<file path="src/rtl/bsr_pkg.sv">
// Shared helpers for the bit-request transmitter.
// Assumes: percentages are whole numbers from 0 to 100.
package bsr_pkg;

    // Scale a cycle count by a percentage, rounding down.
    function automatic int unsigned pct_of(input int unsigned val, input int unsigned pct);
        return (val * pct) / 100;
    endfunction

endpackage

</file>
<file path="src/rtl/bsr_line_sync.sv">
// Brings the raw bus level into the clock domain and flags its edges.
// Assumes: the line idles high; reset loads the idle level so that no
// edge is reported while the flops leave reset.
module bsr_line_sync (
    input  logic clk,
    input  logic rst_n,
    input  logic line_in,
    output logic line_s,
    output logic fall,
    output logic rise
);

    logic meta_q;
    logic sync_q;
    logic prev_q;

    // Two-flop synchroniser plus one delayed copy for edge detection.
    always_ff @(posedge clk) begin
        if (!rst_n) begin
            meta_q <= 1'b1;
            sync_q <= 1'b1;
            prev_q <= 1'b1;
        end else begin
            meta_q <= line_in;
            sync_q <= meta_q;
            prev_q <= sync_q;
        end
    end

    assign line_s = sync_q;
    assign fall   = prev_q & ~sync_q;
    assign rise   = ~prev_q & sync_q;

endmodule

</file>
<file path="src/rtl/bsr_bit_timer.sv">
// Time base for one slot: age since the last falling edge, start-block
// detection and a drift-tolerant slot-period estimate.
// Assumes: falling edges arrive as one-clock pulses from bsr_line_sync;
// the estimate carries two fractional bits.
module bsr_bit_timer #(
    parameter int BIT_CYC = 50,
    parameter int SB_PCT  = 80,
    parameter int ACK_PCT = 55,
    parameter int CW      = 8
) (
    input  logic          clk,
    input  logic          rst_n,
    input  logic          line_s,
    input  logic          fall,
    input  logic          rise,
    output logic [CW-1:0] age,
    output logic [CW-1:0] ack_pt,
    output logic          sb_seen,
    output logic [CW-1:0] est
);
    import bsr_pkg::*;

    localparam int EW = CW + 2;
    localparam logic [CW-1:0] CMAX = {CW{1'b1}};

    logic [CW-1:0] age_q;
    logic [CW-1:0] ivl_q;
    logic [CW-1:0] low_q;
    logic [EW-1:0] est_fx_q;
    logic          sb_q;
    logic [CW-1:0] quarter;
    logic [CW-1:0] win_lo;
    logic [CW:0]   win_hi;
    logic          in_win;
    logic [CW-1:0] sb_thr;

    assign est = est_fx_q[EW-1:2];

    // Acceptance window, start-block threshold and sample point from the estimate.
    always_comb begin
        quarter = est >> 2;
        win_lo  = est - quarter;
        win_hi  = {1'b0, est} + {1'b0, quarter};
        in_win  = (ivl_q >= win_lo) && ({1'b0, ivl_q} <= win_hi);
        sb_thr  = CW'(pct_of(32'(est), SB_PCT));
        ack_pt  = CW'(pct_of(32'(est), ACK_PCT));
    end

    // Age of the current slot, restarted by each falling edge.
    always_ff @(posedge clk) begin
        if (!rst_n)            age_q <= CMAX;
        else if (fall)         age_q <= '0;
        else if (age_q != CMAX) age_q <= age_q + 1'b1;
    end

    // Interval between successive falling edges.
    always_ff @(posedge clk) begin
        if (!rst_n)             ivl_q <= CMAX;
        else if (fall)          ivl_q <= CW'(1);
        else if (ivl_q != CMAX) ivl_q <= ivl_q + 1'b1;
    end

    // Quarter-weight filter of accepted intervals in four-times fixed point.
    always_ff @(posedge clk) begin
        if (!rst_n)              est_fx_q <= EW'(BIT_CYC * 4);
        else if (fall && in_win) est_fx_q <= est_fx_q + EW'(ivl_q) - EW'(est);
    end

    // Length of the current low run.
    always_ff @(posedge clk) begin
        if (!rst_n)             low_q <= '0;
        else if (line_s)        low_q <= '0;
        else if (low_q != CMAX) low_q <= low_q + 1'b1;
    end

    // Start block: a long low run closed by a rising edge.
    always_ff @(posedge clk) begin
        if (!rst_n) sb_q <= 1'b0;
        else        sb_q <= rise && (low_q > sb_thr);
    end

    assign age     = age_q;
    assign sb_seen = sb_q;

    // A start block is only reported on the clock after a rising edge.
    a_r3_sb_after_rise: assert property (@(posedge clk) disable iff (!rst_n)
        sb_q |-> $past(rise));

endmodule

</file>
<file path="src/rtl/bsr_req_seq.sv">
// Slot sequencer: keeps the frame position, prefetches the next request
// into a hold register, fires the pull on the slot edge and collects the
// acknowledges.
// Assumes: age counts clocks since the slot's falling edge; REL_CYC is at
// least 1 and below the ack point.
module bsr_req_seq #(
    parameter int NBITS   = 8,
    parameter int REL_CYC = 20,
    parameter int CW      = 8,
    parameter int IW      = 4
) (
    input  logic             clk,
    input  logic             rst_n,
    input  logic             fall,
    input  logic             line_s,
    input  logic             sb_seen,
    input  logic [CW-1:0]    age,
    input  logic [CW-1:0]    ack_pt,
    input  logic [NBITS-1:0] tx_mask,
    output logic             line_pull,
    output logic [NBITS-1:0] ack_vec,
    output logic             frame_done,
    output logic             frame_err
);

    localparam logic [IW-1:0] LAST = IW'(NBITS - 1);
    localparam logic [IW-1:0] DONE = IW'(NBITS);

    logic [NBITS-1:0] mask_q;
    logic [NBITS-1:0] acc_q;
    logic [NBITS-1:0] ack_q;
    logic [IW-1:0]    idx_q;
    logic [IW-1:0]    cur_idx_q;
    logic             hold_q;
    logic             pull_q;
    logic             cur_req_q;
    logic             in_bit_q;
    logic             done_q;
    logic             err_q;
    logic             armed;
    logic             nxt_bit;
    logic             ack_hit;
    logic [NBITS-1:0] acc_nxt;

    assign armed = idx_q < DONE;

    // Request bit for the slot after the current one.
    always_comb begin
        nxt_bit = 1'b0;
        for (int i = 0; i < NBITS - 1; i++) begin
            if (idx_q == IW'(i)) nxt_bit = mask_q[i + 1];
        end
    end

    // Sample point reached; fold this slot's result into the frame vector.
    always_comb begin
        ack_hit = in_bit_q && (age == ack_pt);
        acc_nxt = acc_q;
        if (cur_req_q && !line_s) acc_nxt = acc_q | (NBITS'(1) << cur_idx_q);
    end

    // Frame position and one-ahead request prefetch.
    always_ff @(posedge clk) begin
        if (!rst_n) begin
            idx_q     <= DONE;
            mask_q    <= '0;
            hold_q    <= 1'b0;
            cur_idx_q <= '0;
            cur_req_q <= 1'b0;
        end else if (sb_seen) begin
            idx_q  <= '0;
            mask_q <= tx_mask;
            hold_q <= tx_mask[0];
        end else if (fall && armed) begin
            idx_q     <= idx_q + 1'b1;
            hold_q    <= nxt_bit;
            cur_idx_q <= idx_q;
            cur_req_q <= hold_q;
        end
    end

    // Pull driver: launched by the slot edge, released after REL_CYC clocks.
    always_ff @(posedge clk) begin
        if (!rst_n)                                   pull_q <= 1'b0;
        else if (fall)                                pull_q <= armed & hold_q;
        else if (pull_q && age == CW'(REL_CYC - 1))   pull_q <= 1'b0;
    end

    // Acknowledge collection and end-of-frame results.
    always_ff @(posedge clk) begin
        if (!rst_n) begin
            in_bit_q <= 1'b0;
            acc_q    <= '0;
            ack_q    <= '0;
            done_q   <= 1'b0;
            err_q    <= 1'b0;
        end else begin
            done_q <= 1'b0;
            if (sb_seen) begin
                in_bit_q <= 1'b0;
                acc_q    <= '0;
            end else if (fall && armed) begin
                in_bit_q <= 1'b1;
            end else if (ack_hit) begin
                in_bit_q <= 1'b0;
                acc_q    <= acc_nxt;
                if (cur_idx_q == LAST) begin
                    ack_q  <= acc_nxt;
                    err_q  <= |(mask_q & ~acc_nxt);
                    done_q <= 1'b1;
                end
            end
        end
    end

    assign line_pull  = pull_q;
    assign ack_vec    = ack_q;
    assign frame_done = done_q;
    assign frame_err  = err_q;

    // an armed, requested slot edge drives the line on the next clock.
    a_r1_launch: assert property (@(posedge clk) disable iff (!rst_n)
        (fall && armed && hold_q) |=> pull_q);
    // the pull never outlives its window within the slot.
    a_r2_pull_bound: assert property (@(posedge clk) disable iff (!rst_n)
        pull_q |-> (age < CW'(REL_CYC)));
    // once the frame is used up, the line stays released.
    a_r4_idle_quiet: assert property (@(posedge clk) disable iff (!rst_n)
        (idx_q == DONE && !pull_q) |=> !pull_q);
    // a start block restarts the frame bookkeeping.
    a_r3_restart: assert property (@(posedge clk) disable iff (!rst_n)
        sb_seen |=> (idx_q == '0 && acc_q == '0 && !in_bit_q));
    // the done pulse is one clock wide.
    a_r6_done_single: assert property (@(posedge clk) disable iff (!rst_n)
        done_q |=> !done_q);

endmodule

</file>
<file path="src/rtl/bsr_bit_requester.sv">
// Top of the slave bit-request transmitter: synchroniser, slot time base
// and slot sequencer.
// Assumes: line_in is the raw, asynchronous bus level including this
// block's own pull; line_pull drives an open-drain output outside.
module bsr_bit_requester #(
    parameter int BIT_CYC = 50,
    parameter int NBITS   = 8,
    parameter int REL_PCT = 40,
    parameter int ACK_PCT = 55,
    parameter int SB_PCT  = 80,
    localparam int CW     = $clog2(BIT_CYC * 4 + 1)
) (
    input  logic             clk,
    input  logic             rst_n,
    input  logic             line_in,
    input  logic [NBITS-1:0] tx_mask,
    output logic             line_pull,
    output logic [NBITS-1:0] ack_vec,
    output logic             frame_done,
    output logic             frame_err,
    output logic [CW-1:0]    bit_est
);
    import bsr_pkg::*;

    localparam int REL_CYC = int'(pct_of(BIT_CYC, REL_PCT));
    localparam int IW      = $clog2(NBITS + 1);

    logic          line_s;
    logic          fall;
    logic          rise;
    logic [CW-1:0] age;
    logic [CW-1:0] ack_pt;
    logic          sb_seen;

    bsr_line_sync u_sync (
        .clk     (clk),
        .rst_n   (rst_n),
        .line_in (line_in),
        .line_s  (line_s),
        .fall    (fall),
        .rise    (rise)
    );

    bsr_bit_timer #(
        .BIT_CYC (BIT_CYC),
        .SB_PCT  (SB_PCT),
        .ACK_PCT (ACK_PCT),
        .CW      (CW)
    ) u_timer (
        .clk     (clk),
        .rst_n   (rst_n),
        .line_s  (line_s),
        .fall    (fall),
        .rise    (rise),
        .age     (age),
        .ack_pt  (ack_pt),
        .sb_seen (sb_seen),
        .est     (bit_est)
    );

    bsr_req_seq #(
        .NBITS   (NBITS),
        .REL_CYC (REL_CYC),
        .CW      (CW),
        .IW      (IW)
    ) u_seq (
        .clk        (clk),
        .rst_n      (rst_n),
        .fall       (fall),
        .line_s     (line_s),
        .sb_seen    (sb_seen),
        .age        (age),
        .ack_pt     (ack_pt),
        .tx_mask    (tx_mask),
        .line_pull  (line_pull),
        .ack_vec    (ack_vec),
        .frame_done (frame_done),
        .frame_err  (frame_err)
    );

endmodule

</file>
<file path="config.mk">
export PLATFORM = sky130hd
export DESIGN_NAME = bsr_bit_requester
export DESIGN_NICKNAME = d
export VERILOG_FILES = /design/src/rtl/bsr_pkg.sv /design/src/rtl/bsr_line_sync.sv /design/src/rtl/bsr_bit_timer.sv /design/src/rtl/bsr_req_seq.sv /design/src/rtl/bsr_bit_requester.sv
export SDC_FILE = /design/constraint.sdc
export NUM_CORES = 1
export LEC_CHECK = 0
export BUFFER_PORTS_ARGS = -buffer_cell sky130_fd_sc_hd__buf_2
export CORE_AREA = 2 2 137 139
export CTS_BUF_LIST = sky130_fd_sc_hd__clkbuf_4 sky130_fd_sc_hd__clkbuf_8 sky130_fd_sc_hd__clkbuf_16
export CTS_CLUSTER_SIZE = 14
export DETAILED_ROUTE_END_ITERATION = 10
export DIE_AREA = 0 0 139 141
export GPL_TIMING_DRIVEN = 1
export PLACE_DENSITY = 0.74
export SLEW_MARGIN = 20
export SYNTH_ARGS = -nofsm -noshare
export SYNTH_HDL_FRONTEND = slang
export SYNTH_SLANG_ARGS = --single-unit
export TNS_END_PERCENT = 10
</file>
<file path="constraint.sdc">
create_clock -name clk -period 8.5 [get_ports clk]
set_clock_uncertainty 0.1 [all_clocks]
set_input_delay 1.7 -clock clk [delete_from_list [all_inputs] [get_ports clk]]
set_output_delay 1.7 -clock clk [all_outputs]
set_load 0.1 [all_outputs]
</file>
==> impl_metrics.env <==
export IMPL_synthDistinctLibCells=110
export IMPL_tightest_slew_ns=0.9969
export IMPL_die_w_um=139
export IMPL_synthSimpleGateAreaFrac=0.2203
export IMPL_power_density_nw_per_um2=456.5
export IMPL_placement_io_buffers=29
export IMPL_critPathLaunch="u_timer.est_fx_q[5]$_SDFFE_PN0P_"
export IMPL_synth_warnings=0
export IMPL_crit_path_start_kind="flip-flop"
export IMPL_dp_slack_ns=-0.2953
export IMPL_max_slew_margin=0.3345
export IMPL_dr_total_vias=10083
export IMPL_initial_core_util=0.5360
export IMPL_maxSlewViolCount=0
export IMPL_cap_violations=0
export IMPL_p_clk_frac=0.068
export IMPL_syn_nets=1372
export IMPL_synth_edf_count=0
export IMPL_p_switching_uw=2785
export IMPL_async_flop_share=0
export IMPL_syn_instance_count=1237
export IMPL_drtAntennaViolNets=0
export IMPL_drtIter0Drc=732
export IMPL_critPathArrivalTime_ns=8.93
export IMPL_drive_above_1_share=0.3142
export IMPL_yosysSeqAreaShare=0.1554
export IMPL_violations="setup timing"
export IMPL_core_um2=18270
export IMPL_grt_total_usage=0.2781
export IMPL_rsz0062_at_grt="true"
export IMPL_synth_top_family_by_area="compound AO/OA/AOI/OAI gates"
export IMPL_overflow=0
export IMPL_max_stage_delay_ns=0.54
export IMPL_timing_rr_end="u_timer.sb_seen$_SDFF_PN0_"
export IMPL_nFillCells=1455
export IMPL_crit_type="reg -> reg"
export IMPL_htreeDepth=3
export IMPL_finalSetupTns_ns=-3.525
export IMPL_leakage_uw=0.005400
export IMPL_r2r_cells=41
export IMPL_fin_crit_sh=1.036
export IMPL_endpoint_kind="flip-flop"
export IMPL_max_freq_ghz=0.1136
export IMPL_yosys_area_share_adder=0.1822
export IMPL_synthXorXnorAreaFrac=0.05648
export IMPL_io_pin_count=30
export IMPL_ir_worst_vdd_v=0.0008386
export IMPL_die_height_um=141
export IMPL_antenna_found_initial=0
export IMPL_rows=50
export IMPL_setup_viol=20
export IMPL_synth_main_ff_cell="dfxtp_1"
export IMPL_routed_wl_um=28180
export IMPL_grt_max_degree=67
export IMPL_synth_compound_area_share=0.2888
export IMPL_synthToLayoutAreaGrowth_pct=31.11
export IMPL_drt_wirelength_per_cell_um=16.63
export IMPL_power_frac_comb=0.856
export IMPL_cts_tree="done"
export IMPL_swShare=0.4752
export IMPL_cts_root_buf="clkbuf_16"
export IMPL_rr_startpoint="u_timer.est_fx_q[5]$_SDFFE_PN0P_"
export IMPL_placed_area_um2=11730
export IMPL_critPathRequiredTime_ns=8.62
export IMPL_diodes=0
export IMPL_r2r_slack_ns=-0.30
export IMPL_finalCriticalPeriod_ns=8.804
export IMPL_worstPathMaxFanout=8
export IMPL_cp_endpoint="u_timer.sb_seen$_SDFF_PN0_"
export IMPL_cp_slowest_cell="or4b_4"
export IMPL_die_area_um2=19600
export IMPL_vias_per_cell=5.949
export IMPL_synth_avg_cell_area_um2=7.916
export IMPL_dr_pass1_iters=5
export IMPL_internal_power_uw=3076
export IMPL_holdCritPathClass="reg -> reg"
export IMPL_hold_slack_ns=0.3071
export IMPL_cts_made_buffers=9
export IMPL_clock_latency_ns=0.34
export IMPL_grt_pass1_wl_um=46310
export IMPL_postLayoutSetupSlackWorst_ns=-0.3037
export IMPL_seq_power_share=0.076
export IMPL_final_nets=1591
export IMPL_ys_ff_latch=76
export IMPL_grt_pass1_vias=9596
export IMPL_status="finished, violations left"
export IMPL_dp_hpwl_um=20430
export IMPL_finalInstanceArea_um2=12840
export IMPL_drc=0
export IMPL_place_congestion=0.9461
export IMPL_numClockSinks=76
export IMPL_synthMuxAreaShare=0.02990
export IMPL_clockBufferDepth=2
export IMPL_syn_area_um2=9792
export IMPL_hold_viol=0
export IMPL_cts_clk_slew_worst_paths_ns=0.06
==> cell families (layout without fill, tap and decap cells) <==
family / Yosys count / after routing
and+or+nand+nor: 412 / 412
adders and majority gates: 124 / 124
muxes: 27 / 29
DFF: 76 / 76
xor gates and xnor gates: 61 / 61
buffers and inverters: 147 / 369
AOI/OAI and AO/OA: 390 / 390
==> routing by layer <==
| layer | GRT usage | share of wire |
|---|---|---|
| met4 | 0.06380 | 0.015 |
| met5 | 0 | 0 |
| met1 | 0.3898 | 0.47 |
| met2 | 0.4641 | 0.48 |
| met3 | 0.02887 | 0.041 |
==> synth_stat cells, types with 8 or more instances <==
| cell type | number | area (um^2) |
|---|---|---|
| mux2i_1 | 21 | 210.2 |
| nor3_1 | 27 | 135.1 |
| xor2_1 | 19 | 166.4 |
| nand4_1 | 15 | 93.84 |
| and3_1 | 10 | 62.56 |
| o31ai_1 | 8 | 60.06 |
| xnor2_1 | 41 | 359.1 |
| nand2_1 | 91 | 341.6 |
| nor4_1 | 10 | 62.56 |
| dfxtp_1 | 76 | 1521 |
| nor2_1 | 83 | 311.6 |
| o21ai_1 | 23 | 115.1 |
| and2_1 | 16 | 100.1 |
| a211oi_1 | 23 | 172.7 |
| o21ai_0 | 81 | 405.4 |
| buf_4 | 12 | 90.09 |
| o211ai_1 | 17 | 127.6 |
| or3_1 | 12 | 75.07 |
| a21o_1 | 12 | 90.09 |
| nand2b_1 | 26 | 162.7 |
| a21oi_1 | 71 | 355.3 |
| clkbuf_1 | 28 | 105.1 |
| inv_1 | 91 | 341.6 |
| or2_2 | 11 | 68.82 |
| nor2b_1 | 26 | 162.7 |
| a31oi_1 | 16 | 100.1 |
| nand3_1 | 45 | 225.2 |
| o21a_1 | 11 | 82.58 |
| ha_1 | 93 | 1164 |
| fa_1 | 31 | 620.6 |
| nand3b_1 | 11 | 82.58 |
==> stage by stage <==
step	total power (uW)	std cells	utilization
final	5861	1695	0.7028
after detailed placement	4587	1636	0.6423
after global routing	6290	1695	0.7028
after floorplan	3270	1237	-
after CTS	5445	1685	0.6900
after global placement	4529	1636	0.6423
==> power by group through the flow <==
stage | sequential, uW | combinational [uW] | clock, uW
floorplan | 432 | 2840 | 0
global placement | 450 | 4080 | 0
detailed placement | 451 | 4140 | 0
CTS | 445 | 4600 | 401
global route | 453 | 5420 | 417
finish | 448 | 5010 | 398
==> timing repair <==
item | CTS | global route
pin swaps | 53 | 20
hold buffers | 0 | 0
endpoints found under the hold margin | 0 | 0
gates cloned | 2 | 0
buffers inserted | 31 | 10
endpoints found under the setup margin | 20 | 20
resized for setup | 61 | 28
==> final cells by class <==
type	count	area [um^2]	share of cell area
Multi-Input combinational cell	1016	8448	0.6580
Timing Repair Buffer	258	1879	0.1464
Sequential cell	76	1545	0.1204
Inverter	95	364.1	0.02836
Tap cell	234	292.8	0.02280
Clock buffer	10	239.0	0.01861
Clock inverter	6	70.07	0.005458
==> how the worst min path moves through the flow <==
stage          cells after the start                     start                  endpoint  slack, ns
2_1_floorplan                      1  u_sync.meta_q$_SDFF_PN1_  u_sync.line_s$_SDFF_PN1_       0.29
3_3_place_gp                       1  u_sync.meta_q$_SDFF_PN1_  u_sync.line_s$_SDFF_PN1_       0.29
3_5_place_dp                       1  u_sync.meta_q$_SDFF_PN1_  u_sync.line_s$_SDFF_PN1_       0.29
4_1_cts                            1  u_sync.meta_q$_SDFF_PN1_  u_sync.line_s$_SDFF_PN1_       0.31
5_1_grt                            1  u_sync.meta_q$_SDFF_PN1_  u_sync.line_s$_SDFF_PN1_       0.34
6_report                           1  u_sync.meta_q$_SDFF_PN1_  u_sync.line_s$_SDFF_PN1_       0.31
==> worst max-delay path: cells and delay by family, from the launching register on <==
kind | cells | cell delay (ns)
simple gates | 14 | 2.95
compound gates | 15 | 2.86
fa+ha+maj | 5 | 1.19
buf+inv | 4 | 0.55
flops | 1 | 0.38
mux | 1 | 0.35
xor+xnor | 2 | 0.27
==> flip-flops by register name, indices dropped and copies added, names as in the netlist, 4 cells and up <==
register	count
u_seq.cur_idx_q	4
u_timer.est_fx_q	10
u_seq.acc_q	8
u_seq.mask_q	8
u_timer.age	8
u_timer.low_q	8
u_seq.ack_vec	8
u_seq.idx_q	4
u_timer.ivl_q	8
==> layout by cell type, fill, tap and decap left out, types with 6 or more instances in the layout <==
master     count
buf_2         29
or3_1          9
fa_1          28
dfxtp_1       69
xnor2_1       38
o211ai_1      17
a21o_1        12
nand2b_1      26
or4_4          7
a211oi_2       7
a21oi_2       11
buf_4        225
nand2_1       90
inv_1         88
a211oi_1      14
nor2_1        81
dfxtp_4        6
a21oi_1       59
and2_1        14
nand3b_1      11
xor2_1        17
clkbuf_16      9
o21ai_1       24
nor3_2         6
or2_2         11
nand3_1       42
ha_2           6
ha_1          83
a31oi_1       13
nand4_1       15
a21boi_0       6
nor3_1        21
and3_1        10
mux2i_1       18
o21ai_0       75
nor2b_1       25
o21a_1         9
o21bai_1       6
(Power assumes the default switching activity.)
